## src/rtl/cen_pkg.sv

```systemverilog
package cen_pkg;
  typedef enum logic [1:0] {
    PRIV_USER   = 2'd0,
    PRIV_KERNEL = 2'd1,
    PRIV_HYP    = 2'd2,
    PRIV_MON    = 2'd3
  } priv_e;

  localparam int unsigned DEF_NUM_EVT = 31;
  localparam int unsigned DEF_REG_W   = 64;
endpackage

```

## src/rtl/cen_limit_sel.sv

```systemverilog
module cen_limit_sel #(
  parameter int NUM_EVT = cen_pkg::DEF_NUM_EVT,
  localparam int EN_W   = NUM_EVT + 1,
  localparam int LIM_W  = $clog2(NUM_EVT + 1)
) (
  input  logic [LIM_W-1:0] impl_count,
  input  logic [LIM_W-1:0] hyp_count,
  input  logic [1:0]       priv_level,
  input  logic             hyp_en,
  output logic [EN_W-1:0]  vis_mask
);
  import cen_pkg::*;

  logic             guest_acc;
  logic [LIM_W-1:0] eff_lim;

  always_comb begin
    guest_acc = hyp_en && ((priv_e'(priv_level) == PRIV_USER) ||
                           (priv_e'(priv_level) == PRIV_KERNEL));
    eff_lim   = guest_acc ? hyp_count : impl_count;
  end

  // event bits are visible below the limit; the cycle bit always is
  for (genvar i = 0; i < NUM_EVT; i++) begin : g_evt
    assign vis_mask[i] = (32'(eff_lim) > i);
  end
  assign vis_mask[EN_W-1] = 1'b1;
endmodule

```

## src/rtl/cen_bit_store.sv

```systemverilog
module cen_bit_store #(
  parameter int W = cen_pkg::DEF_NUM_EVT + 1
) (
  input  logic         clk,
  input  logic         rst_n,
  input  logic [W-1:0] set_vec,
  input  logic [W-1:0] clr_vec,
  output logic [W-1:0] state_q
);
  for (genvar i = 0; i < W; i++) begin : g_bit
    logic upd;
    logic nxt;

    always_comb begin
      upd = set_vec[i] | clr_vec[i];
      nxt = clr_vec[i] ? 1'b0 : 1'b1;   // clear has priority
    end

    always_ff @(posedge clk or negedge rst_n) begin
      if (!rst_n)   state_q[i] <= 1'b0;
      else if (upd) state_q[i] <= nxt;
    end
  end
endmodule

```

## src/rtl/cnt_enable_set_reg.sv

```systemverilog
module cnt_enable_set_reg #(
  parameter int NUM_EVT = cen_pkg::DEF_NUM_EVT,
  parameter int REG_W   = cen_pkg::DEF_REG_W,
  localparam int EN_W   = NUM_EVT + 1,
  localparam int LIM_W  = $clog2(NUM_EVT + 1)
) (
  input  logic             clk,
  input  logic             rst_n,
  input  logic             reg_sel,
  input  logic             reg_wr,
  input  logic [REG_W-1:0] reg_wdata,
  output logic [REG_W-1:0] reg_rdata,
  input  logic             clr_wr,
  input  logic [EN_W-1:0]  clr_wdata,
  input  logic [LIM_W-1:0] impl_count,
  input  logic [LIM_W-1:0] hyp_count,
  input  logic [1:0]       priv_level,
  input  logic             hyp_en,
  output logic [EN_W-1:0]  cnt_en
);
  logic [EN_W-1:0] vis_mask;
  logic [EN_W-1:0] set_vec;
  logic [EN_W-1:0] clr_vec;
  logic [EN_W-1:0] en_q;
  logic [EN_W-1:0] vis_en;
  logic            wr_fire;
  logic            unused_wr_hi;

  cen_limit_sel #(.NUM_EVT(NUM_EVT)) lim_i (
    .impl_count (impl_count),
    .hyp_count  (hyp_count),
    .priv_level (priv_level),
    .hyp_en     (hyp_en),
    .vis_mask   (vis_mask)
  );

  always_comb begin
    wr_fire      = reg_sel & reg_wr;
    set_vec      = wr_fire ? (reg_wdata[EN_W-1:0] & vis_mask) : '0;
    clr_vec      = clr_wr  ? (clr_wdata & vis_mask)           : '0;
    unused_wr_hi = ^reg_wdata[REG_W-1:EN_W];
  end

  cen_bit_store #(.W(EN_W)) store_i (
    .clk     (clk),
    .rst_n   (rst_n),
    .set_vec (set_vec),
    .clr_vec (clr_vec),
    .state_q (en_q)
  );

  always_comb begin
    vis_en    = en_q & vis_mask;
    cnt_en    = vis_en;
    reg_rdata = reg_sel ? {{(REG_W-EN_W){1'b0}}, vis_en} : '0;
  end
endmodule

```

## config.mk

```make
export PLATFORM = sky130hd
export DESIGN_NAME = cnt_enable_set_reg
export DESIGN_NICKNAME = d
export VERILOG_FILES = /design/src/rtl/cen_pkg.sv /design/src/rtl/cen_limit_sel.sv /design/src/rtl/cen_bit_store.sv /design/src/rtl/cnt_enable_set_reg.sv
export SDC_FILE = /design/constraint.sdc
export NUM_CORES = 1
export LEC_CHECK = 0
export ABC_AREA = 1
export BUFFER_PORTS_ARGS = -buffer_cell sky130_fd_sc_hd__buf_2
export CAP_MARGIN = 20
export CORE_UTILIZATION = 42
export DETAILED_ROUTE_END_ITERATION = 12
export PLACE_DENSITY = 0.83
export REMOVE_ABC_BUFFERS = 1
export SYNTH_ARGS = -nofsm -noshare
export SYNTH_HDL_FRONTEND = slang
export SYNTH_SLANG_ARGS = --single-unit
```

## constraint.sdc

```tcl
create_clock -name clk -period 1.1 [get_ports clk]
set_input_delay 0.055 -clock clk [delete_from_list [all_inputs] [get_ports clk]]
set_output_delay 0.055 -clock clk [all_outputs]
set_load 0.005 [all_outputs]
```

# Word-level counts from Yosys, hierarchy flattened
# Index checks and enable logic that the tools add are counted.
[totals]
ff_bits = 32
latch_bits = 0
mem_bits_rw = 0
mem_bits_ro = 0
input_bits = 114
word_cells = 139
mem_count = 0
[op_classes]
addsub = 0
mul = 0
n_div = 0
n_lt_le_gt_ge = 31
n_eq_ne = 1
n_shift = 0
mux = 36
bitwise_logic = 36
n_reduce_logical = 3
[op_table]
columns = ["op", "n"]
rows = [
  ["32-bit AND", 3],
  ["32-bit 2-to-1 mux", 3],
  ["5-bit greater-than comparator (second input constant)", 15],
  ["5-bit by 4-bit greater-than comparator with 1-bit output (second input constant)", 8],
  ["1-bit 2-to-1 mux", 32],
  ["1-bit OR", 32],
  ["5-bit by 3-bit greater-than comparator with 1-bit output (second input constant)", 4],
  ["5-bit by 1-bit greater-than comparator with 1-bit output (second input constant)", 2],
  ["5-bit by 2-bit greater-than comparator with 1-bit output (second input constant)", 2],
  ["5-bit 2-to-1 mux", 1],
  ["2-bit by 1-bit equality test with 1-bit output (second input constant)", 1],
  ["2-bit zero test", 1],
  ["1-bit AND", 1],
  ["1-bit logical AND", 1],
  ["1-bit logical OR", 1],
]

# Depth between registers and ports, before layout
# Gate-level depths: netlist of run 1.
[logic_depth]
depth_word = 8
mapped_depth = 12
ltp_nobuf = 11

# Cells and area by module
# From an unflattened synthesis of run 1, not the netlist that was laid out.
[hier_totals]
hier_cells = 468
area_unflattened_um2 = 2829.0
[by_module_without_submodules]
columns = ["mod", "n_inst", "cells_each", "area_each_um2", "seq_area_each_um2"]
rows = [
  ["cnt_enable_set_reg", 1, 269, 1184.9, 0.0],
  ["cen_bit_store", 1, 96, 1041.0, 800.8],
  ["cen_limit_sel", 1, 103, 603.1, 0.0],
]

# Worst setup path before layout of run 1
# OpenSTA, ideal clock, no wires.
[synth_path]
path_kind = "input port to flip-flop"
startpoint = "in priv_level[1]"
endpoint = "reg store_i.state_q[14]"
arrival_time_ps = 968
path_slack_ps = 15
cell_stages = 11
n_path_buf = 1
cell_sequence = "inv_2 > nand2_2 > buf_6 > nand2_4 > nand2_8 > nor2_1 > nand2_1 > nand2_1 > inv_2 > nor2_1 > nor2_1"
[synth_via]
elab_chain_len = 8
[synth_rtl]
columns = ["element", "line", "text"]
rows = [
  ["start: declaration", "cnt_enable_set_reg.sv:17", "input logic [1:0] priv_level,"],
  ["2-bit by 1-bit equality test with 1-bit output or 2-bit zero test (tied branches)", "cen_limit_sel.sv:19, cen_limit_sel.sv:18", ""],
  ["1-bit logical OR *", "cen_limit_sel.sv:18", "guest_acc = hyp_en && ((priv_e'(priv_level) == PRIV_USER) ||"],
  ["1-bit logical AND *", "cen_limit_sel.sv:18", ""],
  ["5-bit 2-to-1 mux *", "cen_limit_sel.sv:20", "eff_lim = guest_acc ? hyp_count : impl_count;"],
  ["5-bit by 4-bit greater-than comparator with 1-bit output *", "cen_limit_sel.sv:25", "assign vis_mask[i] = (32'(eff_lim) > i);"],
  ["32-bit AND (on tied branches)", "cnt_enable_set_reg.sv:40, cnt_enable_set_reg.sv:39", ""],
  ["32-bit 2-to-1 mux (on tied branches)", "cnt_enable_set_reg.sv:40, cnt_enable_set_reg.sv:39", ""],
  ["1-bit 2-to-1 mux or 1-bit OR (tied branches)", "cen_bit_store.sv:16, cen_bit_store.sv:15", ""],
  ["end signal: indexed assignment", "cen_bit_store.sv:21", "else if (upd) state_q[i] <= nxt;"],
  ["end: declaration", "cen_bit_store.sv:8", "output logic [W-1:0] state_q"],
]
# Mark *: on every way between the ends. The rest lies on a longest branch, timed or not.
# A chain may end at the register's enable or synchronous reset.

# Worst setup path after layout of run 1
[layout_path]
startpoint = "in priv_level[1]"
endpoint = "out reg_rdata[24]"
[layout_via]
elab_chain_len = 7
[layout_rtl]
columns = ["element", "line", "text"]
rows = [
  ["2-bit by 1-bit equality test with 1-bit output or 2-bit zero test (tied branches)", "cen_limit_sel.sv:19, cen_limit_sel.sv:18", ""],
  ["1-bit logical OR *", "cen_limit_sel.sv:18", ""],
  ["1-bit logical AND *", "cen_limit_sel.sv:18", ""],
  ["5-bit 2-to-1 mux *", "cen_limit_sel.sv:20", ""],
  ["5-bit greater-than comparator *", "cen_limit_sel.sv:25", ""],
  ["32-bit AND *", "cnt_enable_set_reg.sv:53", "vis_en = en_q & vis_mask;"],
  ["32-bit 2-to-1 mux *", "cnt_enable_set_reg.sv:55", "reg_rdata = reg_sel ? {{(REG_W-EN_W){1'b0}}, vis_en} : '0;"],
  ["end: declaration", "cnt_enable_set_reg.sv:12", "output logic [REG_W-1:0] reg_rdata,"],
]
# Marked as above.

==> flow_metrics.env, run 1 <==
export IMPL_cp_num_buf_inv=5
export IMPL_syn2layout_area_growth_pct=66.5
export IMPL_cellLeakagePower_nw=2.67
export IMPL_ys_ff_latch=32
export IMPL_cts_max_level=2
export IMPL_antenna_cells=0
export IMPL_critPathMostFrequentCell="nand2_8"
export IMPL_grt_pass1_vias=3283
export IMPL_row_count=29
export IMPL_ir_drop_mv=0.638
export IMPL_cpPeakStageDelay_ns=0.14
export IMPL_synthesis_area_um2=2870
export IMPL_rsz0062_at_grt="true"
export IMPL_drtIter0Drc=107
export IMPL_drive_gt1_frac=0.504
export IMPL_die_h_um=84.7
export IMPL_cts_tree="yes"
export IMPL_num_vias=3534
export IMPL_cp_max_fo=7
export IMPL_cp_start_kind="input port"
export IMPL_violations="negative setup slack"
export IMPL_largest_reg_flops=32
export IMPL_power_density_nw_per_um2=1060
export IMPL_min_path_type="in -> reg"
export IMPL_regToRegEndpoint="store_i.state_q[13]"
export IMPL_cp_slowest_cell="nor3_1"
export IMPL_crit_chain="buf_8, clkinv_8, nand2_8, buf_6, nand2_4, nand2_8, nand2_8, inv_6, nand2_1, nand2_1, nor3_1, buf_2"
export IMPL_core_um2=6460
export IMPL_die_w_um=84.7
export IMPL_final_common_cell="buf_2"
export IMPL_yosys_area_share_adder=0
export IMPL_clk_path_buf_depth=2
export IMPL_path_class="in -> out"
export IMPL_synthSimpleGateAreaFrac=0.430
export IMPL_synth_top_family_by_area="simple AND/OR/NAND/NOR gates"
export IMPL_ys_seq_area_frac=0.279
export IMPL_synth_compound_gate_area_share=0.0781
export IMPL_arrival_ns=1.25
export IMPL_overflow=0
export IMPL_post_route_min_period_ns=1.31
export IMPL_crit_start="priv_level[1]"
export IMPL_pin_count=210
export IMPL_critPathRequiredTime_ns=1.04
export IMPL_dp_hpwl_um=7060
export IMPL_finalMaxSlewViolations=0
export IMPL_fmax_mhz=766
export IMPL_antenna_found_initial=0
export IMPL_setup_viol_count_final=61
export IMPL_clock_sinks=32
export IMPL_place_gp_congestion=0.863
export IMPL_outcome="finished, violations left"
export IMPL_synth_mux_area_fraction=0
export IMPL_fin_ws_ns=-0.205
export IMPL_initial_core_util=0.444
export IMPL_syn_inst=447
export IMPL_cp_top_family="simple AND/OR/NAND/NOR gates"
export IMPL_endpoint_kind="output port"
export IMPL_path_depth=12
export IMPL_wl_per_cell_um=13.7
export IMPL_clkLatencyLatePin_ns=0.28
export IMPL_numCtsBuffers=5
export IMPL_dr_pass1_iters=7
export IMPL_die_area_um2=7170
export IMPL_yosysWarnings=0
export IMPL_finalHoldViolCount=0
export IMPL_clk_pin_slew_ns=0.07
export IMPL_synth_cell_types=32
export IMPL_reg_largest_list="store_i.state_q x32"
export IMPL_postRouteAntennaNets=0
export IMPL_nNetsFinal=768
export IMPL_grt_start_max_net_pins=20
export IMPL_yosys_area_share_xor_xnor=0
export IMPL_ff2ff_setup_slack_ns=0.31
export IMPL_track_usage=0.261
export IMPL_totalPowerFinal_mw=5.05
export IMPL_avgViaCountPerCell=4.83
export IMPL_portBuffers=144
export IMPL_wl_um=10000
export IMPL_clock_skew_ns=0
export IMPL_cts_root_buf="clkbuf_8"
export IMPL_endpoint="reg_rdata[24]"
export IMPL_final_cell_mix="buf_2 (142), inv_1 (65), nand2_1 (62)"
export IMPL_avgSynthCellArea_um2=6.42
export IMPL_fill_cells=503
export IMPL_grt_pass1_wl_um=14900
export IMPL_fin_crit_sh=1.19
export IMPL_drc=0
export IMPL_r2r_start="store_i.state_q[13]"
export IMPL_top_register="store_i.state_q"
export IMPL_max_cap_violations=0
export IMPL_dpl_worst_slack_ns=-0.298
export IMPL_r2r_cells=4
-- worst min-delay path, stage by stage --
cell	delay, ns
buf_2	0.10
nand2_1	0.06
a22oi_1	0.05
-- cells in the mapped netlist --
cell / instances / share of area
buf_2: 2 / 0.0035
nand3b_1: 6 / 0.016
inv_1: 70 / 0.092
a21boi_1: 1 / 0.0026
a32oi_1: 2 / 0.0061
nor2_8: 1 / 0.0070
nor2_2: 5 / 0.011
clkbuf_1: 6 / 0.0078
nand2_8: 1 / 0.0070
nand2_4: 6 / 0.024
inv_2: 8 / 0.010
conb_1: 1 / 0.0013
buf_4: 34 / 0.089
buf_6: 2 / 0.0078
a22oi_1: 1 / 0.0026
o21ai_2: 2 / 0.0061
a21oi_1: 19 / 0.033
o21ai_1: 4 / 0.0070
nor2_4: 3 / 0.012
nor3_1: 24 / 0.042
a21oi_2: 1 / 0.0031
nand3_1: 24 / 0.042
nand2_1: 95 / 0.12
buf_1: 1 / 0.0013
o21ai_0: 1 / 0.0017
o21ai_4: 2 / 0.011
nor2_1: 69 / 0.090
a31oi_1: 2 / 0.0044
nand2_2: 8 / 0.017
nand4_1: 8 / 0.017
nor3_2: 6 / 0.021
dfrtp_1: 32 / 0.28
-- report_power, final --
group | switching, mW | total, mW | internal [mW]
Clock | 0.466 | 1.27 | 0.800
Sequential | 0.0840 | 1.51 | 1.43
Combinational | 1.30 | 2.27 | 0.970
Total | 1.85 | 5.05 | 3.20
-- metrics by stage --
stage | std cells | setup TNS (ns) | hold WS, ns | area (µm²) | util
floorplan | 433 | -2.49 | -0.241 | 2670 | -
global placement | 698 | -15.88 | 0.0173 | 3870 | 0.599
detailed placement | 698 | -18.84 | 0.0256 | 3870 | 0.599
CTS | 726 | -6.14 | 0.0106 | 4510 | 0.699
global route | 732 | -10.37 | 0.0304 | 4780 | 0.739
finish | 732 | -7.10 | 0.0186 | 4780 | 0.739
-- cells by family (layout without fill, tap and decap cells) --
group,after synthesis,in the layout
other,1,32
AND/OR/NAND/NOR,256,257
buffers and inverters,123,299
flip-flops,32,32
AO/OA/AOI/OAI,35,35
-- area by class of cell --
type	count	area [µm²]	area share
tap	77	96.3	0.0202
clock inverter	1	30.0	0.00629
timing repair buffer	213	1400	0.292
clock buffer	7	96.3	0.0202
multi-input combinational	324	2040	0.427
sequential	32	801	0.168
inverter	78	320	0.0671
-- routing by layer --
metal	vias to the layer above	track usage	routed length, µm
met5	-	0	0
met4	0	0.0817	348
met3	32	0.0423	444
met2	147	0.497	5370
met1	1623	0.295	3880
li1	1732	-	-
-- how the worst min path moves through the flow --
stage,end,cells past startpoint,from
after floorplan,store_i.state_q[0],0,rst_n
after global placement,store_i.state_q[11],1,rst_n
after detailed placement,store_i.state_q[12],1,rst_n
after CTS,store_i.state_q[31],3,reg_wdata[31]
after global routing,store_i.state_q[3],3,reg_wdata[3]
final,store_i.state_q[31],3,reg_wdata[31]
-- what timing repair did --
item / in CTS / in global routing
resized for setup: 96 / 48
hold buffers: 5 / 0
endpoints found under the setup margin: 60 / 66
gates cloned: 1 / 0
pin swaps: 34 / 21
hold endpoints to repair: 19 / 0
buffers inserted: 15 / 6
Note: power is estimated with default switching activity, not from simulation.
==> run 2, diff against run 1 <==
--- a/config.mk
+++ b/config.mk
@@ -8,9 +8,11 @@
 export ABC_AREA = 1
 export BUFFER_PORTS_ARGS = -buffer_cell sky130_fd_sc_hd__buf_2
 export CAP_MARGIN = 20
-export CORE_UTILIZATION = 42
+export CELL_PAD_IN_SITES_DETAIL_PLACEMENT = 1
+export CELL_PAD_IN_SITES_GLOBAL_PLACEMENT = 1
+export CORE_UTILIZATION = 26
 export DETAILED_ROUTE_END_ITERATION = 12
-export PLACE_DENSITY = 0.83
+export PLACE_DENSITY_LB_ADDON = 0.1
 export REMOVE_ABC_BUFFERS = 1
 export SYNTH_ARGS = -nofsm -noshare
 export SYNTH_HDL_FRONTEND = slang
==> run 2 against run 1 <==
  * The flow still finishes with violations (negative setup slack)
  * First-iteration DRC count is 23% lower
  * Via count hardly changed
  * Critical path depth is 2 lower
  * Count of clock-buffer cells in the layout is 1 lower
  * Total power is 5.3% lower
  * Die area is 60% higher
  * Critical path type unchanged
  * Largest cell class unchanged
  * Largest power group unchanged
==> flow_metrics.env, run 2 (synthesized netlist as in run 1, its figures left out) <==
export IMPL_postRouteAntennaNets=0
export IMPL_numCtsBuffers=5
export IMPL_final_common_cell="buf_2"
export IMPL_ir_drop_mv=0.417
export IMPL_grt_pass1_wl_um=17800
export IMPL_die_h_um=107
export IMPL_power_frac_seq=0.316
export IMPL_cellLeakagePower_nw=2.67
export IMPL_dp_hpwl_um=8580
export IMPL_cp_max_fo=7
export IMPL_placed_cells=756
export IMPL_pin_count=210
export IMPL_cts_tree="yes"
export IMPL_reg_largest_list="store_i.state_q x32"
export IMPL_grt_pass1_vias=3617
export IMPL_track_usage=0.198
export IMPL_syn2layout_area_growth_pct=67.4
export IMPL_fmax_mhz=762
export IMPL_grt_start_max_net_pins=21
export IMPL_die_w_um=107
export IMPL_finalHoldViolCount=0
export IMPL_crit_chain="buf_8, clkinv_8, nand2_8, buf_6, o21ai_4, buf_6, nor2_2, a21oi_2, nor2_1, buf_2"
export IMPL_top_layer_used="met4"
export IMPL_die_area_um2=11500
export IMPL_nNetsFinal=768
export IMPL_row_count=37
export IMPL_tns_ns=-7.14
export IMPL_post_route_min_period_ns=1.31
export IMPL_final_cell_mix="buf_2 (142), inv_1 (64), nand2_1 (61)"
export IMPL_cp_start_kind="input port"
export IMPL_critPathRequiredTime_ns=1.04
export IMPL_place_gp_congestion=0.828
export IMPL_overflow=0
export IMPL_dr_wl_met3_um=668
export IMPL_min_path_type="in -> reg"
export IMPL_power_density_nw_per_um2=996
export IMPL_arrival_ns=1.26
export IMPL_cts_root_buf="clkbuf_8"
export IMPL_outcome="finished, violations left"
export IMPL_violations="negative setup slack"
export IMPL_antenna_cells=0
export IMPL_totalPowerFinal_mw=4.78
export IMPL_max_cap_violations=0
export IMPL_antenna_found_initial=0
export IMPL_cp_top_family="buffers and inverters"
export IMPL_cts_max_level=2
export IMPL_wl_met1_um=4680
export IMPL_drive_gt1_frac=0.515
export IMPL_postLayoutCoreUtil=0.457
export IMPL_swShare=0.392
export IMPL_p_sw_mw=1.88
export IMPL_p_comb_frac=0.476
export IMPL_clk_pin_slew_ns=0.08
export IMPL_clk_path_buf_depth=2
export IMPL_clock_sinks=32
export IMPL_top_register="store_i.state_q"
export IMPL_pwr_share_clk=0.208
export IMPL_route_met2_wl_um=5790
export IMPL_intPower_mw=2.91
export IMPL_portBuffers=144
export IMPL_cp_slowest_cell="o21ai_4"
export IMPL_initial_core_util=0.273
export IMPL_largest_reg_flops=32
export IMPL_rsz0062_at_grt="true"
export IMPL_clkLatencyLatePin_ns=0.28
export IMPL_avgViaCountPerCell=4.47
export IMPL_endpoint_kind="output port"
export IMPL_fill_cells=1383
export IMPL_hold_ws_ns=0.0145
export IMPL_fin_ws_ns=-0.212
export IMPL_wl_um=11200
export IMPL_fin_cells=791
export IMPL_num_vias=3533
export IMPL_finalMaxSlewViolations=0
export IMPL_wl_per_cell_um=14.2
export IMPL_critPathMostFrequentCell="buf_6"
export IMPL_fin_crit_sh=1.19
export IMPL_path_class="in -> out"
export IMPL_setup_viol_count_final=62
export IMPL_drc=0
export IMPL_clock_skew_ns=0
export IMPL_cp_num_buf_inv=5
export IMPL_cpPeakStageDelay_ns=0.29
export IMPL_core_um2=10500
export IMPL_drtIter0Drc=82
export IMPL_dr_pass1_iters=4
-- run 2: cell count changes in the layout (fill, tap and decap cells not counted), moves of 3 or more --
cell	before	now
buf_4	44	40
nand2_8	6	3
nand3_1	16	23
nand3_2	5	1
nand3_4	3	0
nor2_1	57	50
nor2_2	6	15
nor3_1	12	7
nor3_2	17	22
-- run 2: routing by layer --
layer,GRT usage,up-vias
met3,0.0407,10
met2,0.374,120
met1,0.230,1678
met4,0.0352,0
li1,-,1725
met5,0,-
-- run 2: layout make-up --
cell class | instances | area, µm² | area share
clock buffer | 6 | 82.6 | 0.0172
clock inverter | 2 | 10.0 | 0.00208
inverter | 78 | 325 | 0.0677
multi-input combinational | 323 | 1980 | 0.411
sequential | 32 | 801 | 0.167
tap | 136 | 170 | 0.0354
timing repair buffer | 214 | 1440 | 0.299
-- run 2: what timing repair did --
item | 4_1_cts | 5_1_grt
setup endpoints to repair | 66 | 67
setup buffers | 13 | 10
cloned | 0 | 0
hold endpoints to repair | 36 | 0
pin swaps | 28 | 35
hold buffers | 6 | 0
gates resized for setup | 100 | 46
-- run 2: power groups by stage --
stage	logic [mW]	clock network [mW]	registers [mW]
6_report	2.28	0.996	1.51
4_1_cts	2.13	1.04	1.51
2_1_floorplan	0.987	0	1.51
3_5_place_dp	1.85	0	1.53
5_1_grt	2.54	1.07	1.54
3_3_place_gp	1.80	0	1.52
-- run 2: stage by stage --
step | instance area (µm²) | setup WS (ns)
CTS | 4580 | -0.220
finish | 4800 | -0.212
floorplan | 2670 | -0.132
global placement | 3970 | -0.354
global route | 4800 | -0.282
detailed placement | 3970 | -0.400
-- run 2: worst paths after layout --
check	start	end	slack (ns)	cells after the start
max	priv_level[1]	cnt_en[22]	-0.21	10
min	reg_wdata[28]	store_i.state_q[28]	0.01	3
max reg2reg	store_i.state_q[17]	store_i.state_q[17]	0.33	4
min reg2reg	store_i.state_q[20]	store_i.state_q[20]	0.52	2
max in group asynchronous	rst_n	store_i.state_q[0]	0.44	3
min in group asynchronous	rst_n	store_i.state_q[20]	0.21	2
-- run 2: worst register-to-register path: cells and delay by family (launching register included) --
family | cells | cell delay [ns]
and+or+nand+nor | 2 | 0.13
DFF | 1 | 0.37
buffers and inverters | 2 | 0.18
